### src/rtl/fbscan_pkg.sv
package fbscan_pkg;

    // Configuration register selects (software-visible encoding)
    typedef enum logic [2:0] {
        SEL_BASE   = 3'd0,
        SEL_SIZE   = 3'd1,
        SEL_XFER   = 3'd2,
        SEL_SCROLL = 3'd3,
        SEL_COUNT  = 3'd4
    } cfg_sel_e;

endpackage

### src/rtl/fbscan_shadow.sv
module fbscan_shadow
    import fbscan_pkg::*;
#(
    parameter int AW = 24,
    parameter int CW = 16
) (
    input  logic          clk,
    input  logic          rst_n,
    input  logic          cfg_we,
    input  logic [2:0]    cfg_sel,
    input  logic [AW-1:0] cfg_wdata,
    output logic [AW-1:0] sh_start,
    output logic [AW-1:0] sh_wrap,
    output logic [AW-1:0] sh_end,
    output logic [AW-1:0] sh_xfer,
    output logic [CW-1:0] sh_count
);

    localparam int SW = AW + 2;

    typedef struct packed {
        logic [AW-1:0] base;
        logic [AW-1:0] size;
        logic [AW-1:0] xfer;
        logic [AW-1:0] start;
        logic [CW-1:0] count;
    } shadow_t;

    shadow_t s_d, s_q;

    logic signed [SW-1:0] sum_w, base_w, lim_w, size_w, adj_w;

    // Scroll arithmetic: signed step, folded back into [base, base+size)
    always_comb begin
        base_w = $signed({2'b00, s_q.base});
        size_w = $signed({2'b00, s_q.size});
        lim_w  = base_w + size_w;
        sum_w  = $signed({2'b00, s_q.start}) + $signed({{2{cfg_wdata[AW-1]}}, cfg_wdata});
        if (sum_w >= lim_w) begin
            adj_w = sum_w - size_w;
        end else if (sum_w < base_w) begin
            adj_w = sum_w + size_w;
        end else begin
            adj_w = sum_w;
        end
    end

    always_comb begin
        s_d = s_q;
        if (cfg_we) begin
            case (cfg_sel)
                SEL_BASE: begin
                    s_d.base  = cfg_wdata;
                    s_d.start = cfg_wdata;
                end
                SEL_SIZE:   s_d.size  = cfg_wdata;
                SEL_XFER:   s_d.xfer  = cfg_wdata;
                SEL_SCROLL: s_d.start = adj_w[AW-1:0];
                SEL_COUNT:  s_d.count = cfg_wdata[CW-1:0];
                default:    s_d = s_q;
            endcase
        end
    end

    always_ff @(posedge clk or negedge rst_n) begin
        if (!rst_n) begin
            s_q <= '0;
        end else begin
            s_q <= s_d;
        end
    end

    assign sh_start = s_q.start;
    assign sh_wrap  = s_q.base;
    assign sh_end   = s_q.base + s_q.size - s_q.xfer;
    assign sh_xfer  = s_q.xfer;
    assign sh_count = s_q.count;

    // writing the base moves the start to it
    a_r6_base_sets_start: assert property (@(posedge clk) disable iff (!rst_n)
        (cfg_we && cfg_sel == SEL_BASE) |=> (sh_start == $past(cfg_wdata)));

    // a scroll from a start inside the buffer stays inside it
    a_r6_scroll_in_range: assert property (@(posedge clk) disable iff (!rst_n)
        (cfg_we && cfg_sel == SEL_SCROLL && s_q.size != '0 &&
         s_q.start >= s_q.base &&
         {1'b0, s_q.start} < ({1'b0, s_q.base} + {1'b0, s_q.size}))
        |=> (sh_start >= sh_wrap &&
             {1'b0, sh_start} < ({1'b0, sh_wrap} + {1'b0, $past(s_q.size)})));

endmodule

### src/rtl/fbscan_walker.sv
module fbscan_walker #(
    parameter int AW = 24,
    parameter int CW = 16
) (
    input  logic          clk,
    input  logic          rst_n,
    input  logic          vsync,
    input  logic          gnt,
    input  logic [AW-1:0] sh_start,
    input  logic [AW-1:0] sh_wrap,
    input  logic [AW-1:0] sh_end,
    input  logic [AW-1:0] sh_xfer,
    input  logic [CW-1:0] sh_count,
    output logic          req,
    output logic [AW-1:0] addr,
    output logic          done
);

    typedef struct packed {
        logic [AW-1:0] wrap;
        logic [AW-1:0] stop;
        logic [AW-1:0] xfer;
        logic [CW-1:0] count;
        logic [AW-1:0] addr;
        logic [CW-1:0] cnt;
        logic          busy;
        logic          done;
    } walk_t;

    walk_t w_d, w_q;

    logic last_burst;

    assign last_burst = (w_q.cnt == w_q.count - 1'b1);

    always_comb begin
        w_d      = w_q;
        w_d.done = 1'b0;
        if (vsync) begin
            // commit shadow settings to the active copy and restart
            w_d.wrap  = sh_wrap;
            w_d.stop  = sh_end;
            w_d.xfer  = sh_xfer;
            w_d.count = sh_count;
            w_d.addr  = sh_start;
            w_d.cnt   = '0;
            w_d.busy  = (sh_count != '0);
        end else if (w_q.busy && gnt) begin
            w_d.cnt = w_q.cnt + 1'b1;
            if (last_burst) begin
                w_d.busy = 1'b0;
                w_d.done = 1'b1;
            end else if (w_q.addr >= w_q.stop) begin
                w_d.addr = w_q.wrap;
            end else begin
                w_d.addr = w_q.addr + w_q.xfer;
            end
        end
    end

    always_ff @(posedge clk or negedge rst_n) begin
        if (!rst_n) begin
            w_q <= '0;
        end else begin
            w_q <= w_d;
        end
    end

    assign req  = w_q.busy;
    assign addr = w_q.addr;
    assign done = w_q.done;

    // a frame starts at the shadow start
    a_r2_vsync_load: assert property (@(posedge clk) disable iff (!rst_n)
        (vsync && sh_count != '0) |=> (req && addr == $past(sh_start)));

    // no grant, no movement
    a_r4_hold: assert property (@(posedge clk) disable iff (!rst_n)
        (req && !gnt && !vsync) |=> (req && $stable(addr)));

    // past the end, the scan resumes at the wrap-start address
    a_r5_wrap: assert property (@(posedge clk) disable iff (!rst_n)
        (req && gnt && !vsync && addr >= w_q.stop && !last_burst)
        |=> (addr == $past(w_q.wrap)));

    // frame-done is a single-cycle pulse with the request dropped
    a_r7_done_pulse: assert property (@(posedge clk) disable iff (!rst_n)
        done |=> !done);

    a_r7_idle_after_done: assert property (@(posedge clk) disable iff (!rst_n)
        done |-> !req);

    // an empty frame never requests
    a_r8_empty_frame: assert property (@(posedge clk) disable iff (!rst_n)
        (vsync && sh_count == '0) |=> (!req && !done));

endmodule

### src/rtl/fbscan_addr_gen.sv
module fbscan_addr_gen #(
    parameter int AW = 24,
    parameter int CW = 16
) (
    input  logic          clk,
    input  logic          rst_n,
    input  logic          vsync,
    input  logic          cfg_we,
    input  logic [2:0]    cfg_sel,
    input  logic [AW-1:0] cfg_wdata,
    input  logic          burst_gnt,
    output logic          burst_req,
    output logic [AW-1:0] burst_addr,
    output logic          frame_done
);

    logic [AW-1:0] sh_start, sh_wrap, sh_end, sh_xfer;
    logic [CW-1:0] sh_count;

    fbscan_shadow #(.AW(AW), .CW(CW)) i_shadow (
        .clk       (clk),
        .rst_n     (rst_n),
        .cfg_we    (cfg_we),
        .cfg_sel   (cfg_sel),
        .cfg_wdata (cfg_wdata),
        .sh_start  (sh_start),
        .sh_wrap   (sh_wrap),
        .sh_end    (sh_end),
        .sh_xfer   (sh_xfer),
        .sh_count  (sh_count)
    );

    fbscan_walker #(.AW(AW), .CW(CW)) i_walker (
        .clk      (clk),
        .rst_n    (rst_n),
        .vsync    (vsync),
        .gnt      (burst_gnt),
        .sh_start (sh_start),
        .sh_wrap  (sh_wrap),
        .sh_end   (sh_end),
        .sh_xfer  (sh_xfer),
        .sh_count (sh_count),
        .req      (burst_req),
        .addr     (burst_addr),
        .done     (frame_done)
    );

    // quiet after reset
    a_r1_reset_quiet: assert property (@(posedge clk) disable iff (!rst_n)
        $rose(rst_n) |-> (!burst_req && !frame_done));

endmodule

### config.mk
export PLATFORM = sky130hd
export DESIGN_NAME = fbscan_addr_gen
export DESIGN_NICKNAME = d
export VERILOG_FILES = /design/src/rtl/fbscan_pkg.sv /design/src/rtl/fbscan_shadow.sv /design/src/rtl/fbscan_walker.sv /design/src/rtl/fbscan_addr_gen.sv
export SDC_FILE = /design/constraint.sdc
export NUM_CORES = 1
export LEC_CHECK = 0
export CAP_MARGIN = 0
export CELL_PAD_IN_SITES_DETAIL_PLACEMENT = 1
export CELL_PAD_IN_SITES_GLOBAL_PLACEMENT = 2
export CORE_MARGIN = 2
export CORE_UTILIZATION = 36
export DETAILED_ROUTE_END_ITERATION = 8
export PLACE_DENSITY = 0.8
export SYNTH_ARGS = -nofsm -noshare
export SYNTH_HDL_FRONTEND = slang
export SYNTH_SLANG_ARGS = --single-unit
### constraint.sdc
create_clock -name clk -period 4.9 [get_ports clk]
set_clock_uncertainty 0.1 [all_clocks]
set_input_delay 0.49 -clock clk [delete_from_list [all_inputs] [get_ports clk]]
set_output_delay 0.49 -clock clk [all_outputs]
set_load 0.005 [all_outputs]
==> impl_metrics.prom <==
# TYPE chip_impl_metric gauge
chip_impl_metric{name="timing.max_cap.violations",unit=""} 0
chip_impl_metric{name="num_io_pins",unit=""} 58
chip_impl_metric{name="max_slew_margin",unit="%"} 35.1
chip_impl_metric{name="post-place-cells",unit=""} 3198
chip_impl_metric{name="clock_sink_count",unit=""} 242
chip_impl_metric{name="maxSlewViolCount",unit=""} 0
chip_impl_info{name="synth_top_area_cell",value="sky130_fd_sc_hd__dfrtp_1"} 1
chip_impl_info{name="status",value="finished with violations"} 1
chip_impl_metric{name="synthCells",unit=""} 2171
chip_impl_metric{name="critPathMaxFanout",unit=""} 8
chip_impl_metric{name="syn_area_per_cell",unit="sq um"} 9.04
chip_impl_metric{name="cell_area_after_placement",unit="sq um"} 23600
chip_impl_metric{name="worst_ep_arrival_time",unit="ns"} 5.86
chip_impl_metric{name="postSynthRegisterBits",unit=""} 242
chip_impl_metric{name="globalRouteOverflowTotal",unit=""} 0
chip_impl_metric{name="tightest_slew",unit="ns"} 0.961
chip_impl_metric{name="timing.final.ws_setup",unit="ns"} -0.545
chip_impl_metric{name="initial_utilization",unit="%"} 36.4
chip_impl_metric{name="pre_cts_slack",unit="ns"} -1.24
chip_impl_metric{name="clk_path_buf_depth",unit=""} 3
chip_impl_metric{name="async_s_r_ff_share_synth",unit="%"} 100
chip_impl_metric{name="chipWidth",unit="microns"} 238
chip_impl_metric{name="synth_enable_flop_cells",unit=""} 0
chip_impl_metric{name="drt_pass1_iterations",unit=""} 4
chip_impl_metric{name="routed-via-count",unit=""} 17900
chip_impl_metric{name="layout.area.seq",unit="sq um"} 6060
chip_impl_metric{name="antenna_violating_nets_post_route",unit=""} 0
chip_impl_info{name="tritoncts",value="built"} 1
chip_impl_metric{name="synth_cell_types",unit=""} 93
chip_impl_metric{name="grt_max_degree",unit=""} 109
chip_impl_info{name="timing_worst_setup_path_type",value="reg -> reg"} 1
chip_impl_metric{name="dp.final_hpwl",unit="microns"} 56200
chip_impl_metric{name="finalWeightedCongestion",unit=""} 0.903
chip_impl_metric{name="insertedDiodeCount",unit=""} 0
chip_impl_info{name="crit_path_end_kind",value="flop"} 1
chip_impl_metric{name="timing.critical_path.required",unit="ns"} 5.31
chip_impl_metric{name="share_of_the_clock_period_used_by_the_worst_path_after_layout",unit="%"} 111
chip_impl_metric{name="power-per-cell-area",unit="nW/um^2"} 858
chip_impl_info{name="violations",value="setup timing"} 1
chip_impl_metric{name="drt_iter0_markers",unit=""} 922
chip_impl_metric{name="synthesis.area",unit="sq um"} 19600
chip_impl_metric{name="max_freq",unit="MHz"} 184
chip_impl_metric{name="layoutNonFillerInstCount",unit=""} 3284
chip_impl_metric{name="placeableCoreArea",unit="sq um"} 53900
chip_impl_info{name="synthFlopType",value="sky130_fd_sc_hd__dfrtp_1"} 1
chip_impl_info{name="clk_root_buffer_cell",value="sky130_fd_sc_hd__clkbuf_16"} 1
chip_impl_metric{name="fin_nets",unit=""} 2838
chip_impl_metric{name="fin_util",unit="%"} 46.7
chip_impl_info{name="worst_setup_path_start_kind",value="flop"} 1
chip_impl_metric{name="htreeDepth",unit=""} 1
chip_impl_metric{name="multiInputGateArea",unit="sq um"} 13000
chip_impl_metric{name="route.detailed.wl_per_inst",unit="microns"} 21.4
chip_impl_metric{name="synthDominantCellAreaShare",unit="%"} 30.8
chip_impl_metric{name="final_critical_path_required_period",unit="ns"} 5.45
chip_impl_metric{name="place.port_buffers",unit=""} 57
chip_impl_metric{name="clkLatencyLatePin",unit="ns"} 0.58
chip_impl_metric{name="grt_first_pass_wirelength",unit="microns"} 109000
chip_impl_metric{name="antenna_found_initial",unit=""} 1
chip_impl_info{name="netlist_top_cells_area",value="sky130_fd_sc_hd__dfrtp_1 31%, sky130_fd_sc_hd__ha_1 13%, sky130_fd_sc_hd__mux2_2 6.4%"} 1
chip_impl_metric{name="die_height",unit="microns"} 238
chip_impl_metric{name="layout_stage_area_growth_over_the_synthesis_result",unit="%"} 28.3
chip_impl_metric{name="wirelength",unit="microns"} 70400
chip_impl_metric{name="vdd_drop_max",unit="V"} 0.000319
chip_impl_metric{name="setup_viol_count_final",unit=""} 24
chip_impl_metric{name="fillerInstances",unit=""} 6147
chip_impl_metric{name="post-route-drc-count",unit=""} 0
chip_impl_metric{name="seq_area_frac_synth",unit="%"} 30.8
chip_impl_metric{name="design.die.area",unit="sq um"} 56400
chip_impl_metric{name="via_to_cell_ratio",unit=""} 5.46
chip_impl_info{name="hold_path.class",value="in -> reg"} 1
chip_impl_metric{name="final_design_area_no_fill",unit="sq um"} 25200
chip_impl_metric{name="via_count_of_the_first_global_routing_pass",unit=""} 18900
chip_impl_metric{name="clock_slew_seen_by_the_registers_of_the_worst_setup_and_hold_paths",unit="ns"} 0.07
chip_impl_metric{name="yosys_warnings",unit=""} 0
chip_impl_metric{name="cts_made_buffers",unit=""} 28
chip_impl_metric{name="rows",unit=""} 85
chip_impl_metric{name="final-hold-violation-count",unit=""} 0
chip_impl_metric{name="gr-usage-all-layers",unit="%"} 24.8
chip_impl_metric{name="synth_fp_nets",unit=""} 2442
chip_impl_info{name="rsz0062_at_grt",value="true"} 1
chip_impl_metric{name="leakagePower",unit="uW"} 0.0118
chip_impl_metric{name="fraction_of_final_layout_cells_sized_beyond_drive_strength_1",unit="%"} 26.5
## worst max-delay path, stage by stage, from the launching register on
cell and delay [ns]:
sky130_fd_sc_hd__dfrtp_1 0.41, sky130_fd_sc_hd__ha_1 0.35, sky130_fd_sc_hd__nor2b_2 0.18, sky130_fd_sc_hd__o21ai_2 0.17
sky130_fd_sc_hd__a21oi_2 0.09, sky130_fd_sc_hd__o21ai_2 0.18, sky130_fd_sc_hd__a21boi_2 0.08, sky130_fd_sc_hd__o21ai_2 0.16
sky130_fd_sc_hd__a21boi_2 0.10, sky130_fd_sc_hd__o21ai_4 0.23, sky130_fd_sc_hd__a31oi_4 0.14, sky130_fd_sc_hd__buf_6 0.14
sky130_fd_sc_hd__buf_4 0.12, sky130_fd_sc_hd__a21oi_2 0.22, sky130_fd_sc_hd__nand2b_1 0.14, sky130_fd_sc_hd__a21oi_2 0.21
sky130_fd_sc_hd__xor2_2 0.11, sky130_fd_sc_hd__ha_1 0.30, sky130_fd_sc_hd__and4_1 0.18, sky130_fd_sc_hd__nand3_1 0.10
sky130_fd_sc_hd__or4_4 0.59, sky130_fd_sc_hd__o211ai_4 0.22, sky130_fd_sc_hd__buf_12 0.18, sky130_fd_sc_hd__a21oi_1 0.04
sky130_fd_sc_hd__or3_1 0.31, sky130_fd_sc_hd__a31oi_1 0.17, sky130_fd_sc_hd__a221o_1 0.13
## where the power goes
part | total [uW] | internal (uW) | switching (uW)
clock network | 2210 | 1270 | 937
registers | 3170 | 2580 | 593
logic | 16200 | 7860 | 8370
## Yosys cell counts (18+ instances only)
master                     count
sky130_fd_sc_hd__mux2_2      112
sky130_fd_sc_hd__inv_1       172
sky130_fd_sc_hd__nor2b_1      20
sky130_fd_sc_hd__a21o_1       41
sky130_fd_sc_hd__o21a_1       31
sky130_fd_sc_hd__o21bai_1     18
sky130_fd_sc_hd__nor2_1      127
sky130_fd_sc_hd__nand3_1      39
sky130_fd_sc_hd__xnor2_1      80
sky130_fd_sc_hd__o21ai_0     180
sky130_fd_sc_hd__ha_1        211
sky130_fd_sc_hd__buf_4        24
sky130_fd_sc_hd__mux2i_1      31
sky130_fd_sc_hd__dfrtp_1     242
sky130_fd_sc_hd__or3_1        22
sky130_fd_sc_hd__nand4_1      20
sky130_fd_sc_hd__nand2b_1     24
sky130_fd_sc_hd__fa_1         28
sky130_fd_sc_hd__nor3_1       41
sky130_fd_sc_hd__a21oi_1     161
sky130_fd_sc_hd__xor2_1       49
sky130_fd_sc_hd__nand2_1     164
sky130_fd_sc_hd__clkbuf_1     47
sky130_fd_sc_hd__a211oi_1     23
## sequential cells by signal, indices dropped and copies added, names as in the netlist
signal             flops
i_shadow.sh_xfer      24
i_shadow.sh_wrap      24
i_walker.req           1
i_walker.done          1
i_walker.addr         24
i_shadow.sh_count     16
i_shadow.sh_start     24
i_walker.w_q         104
i_shadow.s_q          24
## cell type report
type,count,area share (%)
clock buffers,34,3.03
clock inverters,17,0.785
inverters,172,2.56
multi-input cells,1665,51.5
flip-flops and latches,242,24.0
well taps,696,3.46
repair buffers,458,14.7
## kinds of logic (layout without fill, tap and decap cells)
group / after synthesis / after routing / synth area share [%]
compound gates: 603 / 604 / 19.4
xor+xnor: 131 / 131 / 5.92
fa+ha+maj: 240 / 240 / 16.4
buf+inv: 265 / 681 / 5.82
flops: 242 / 242 / 30.8
mux: 143 / 143 / 8.00
simple gates: 547 / 547 / 13.7
## per-stage QoR
step	TNS (ns)	total power, uW	hold WS (ns)
2_1_floorplan	-0.575	12000	0.0944
6_report	-10.11	21600	0.291
4_1_cts	-10.97	21400	0.275
5_1_grt	-18.06	23300	0.326
3_5_place_dp	-26.45	18100	0.401
3_3_place_gp	-23.32	17600	0.389
## layer usage
metal  GRT usage, %  up-vias  wire length [microns]
met3           2.52       79                   3040
met4           6.63        0                   1840
li1               -     8472                      -
met2           38.9      337                  30800
met1           36.2     9044                  34600
met5              0        -                      0
## final timing paths
path                            slack [ns]               from              endpoint  cells past startpoint
worst max register to register       -0.55   i_shadow.s_q[66]  i_shadow.sh_start[3]                     26
worst max-delay path                 -0.55   i_shadow.s_q[66]  i_shadow.sh_start[3]                     26
max in group asynchronous             3.04              rst_n  i_shadow.sh_start[0]                      3
min in group asynchronous             0.47              rst_n     i_walker.w_q[104]                      2
worst min-delay path                  0.29              vsync      i_walker.w_q[94]                      2
worst min register to register        0.41  i_walker.w_q[106]     i_walker.w_q[106]                      1
## placed cells by master (no fill, tap or decap), drive strengths merged, types with 49 or more instances in the layout
| cell type | instances |
|---|---|
| ha | 211 |
| xor2 | 49 |
| buf | 401 |
| o21ai | 191 |
| mux2 | 112 |
| a21oi | 164 |
| xnor2 | 82 |
| inv | 173 |
| dfrtp | 242 |
| clkdlybuf4s50 | 55 |
| nand2 | 164 |
| nor2 | 128 |
## repair_timing
item | in CTS | in global routing
hold endpoints to repair | 103 | 0
gates cloned | 3 | 0
setup buffers | 28 | 7
hold buffers | 1 | 0
pin swaps | 47 | 15
gates resized for setup | 72 | 17
endpoints found under the setup margin | 24 | 26
Power figures use the tool's default switching activity.
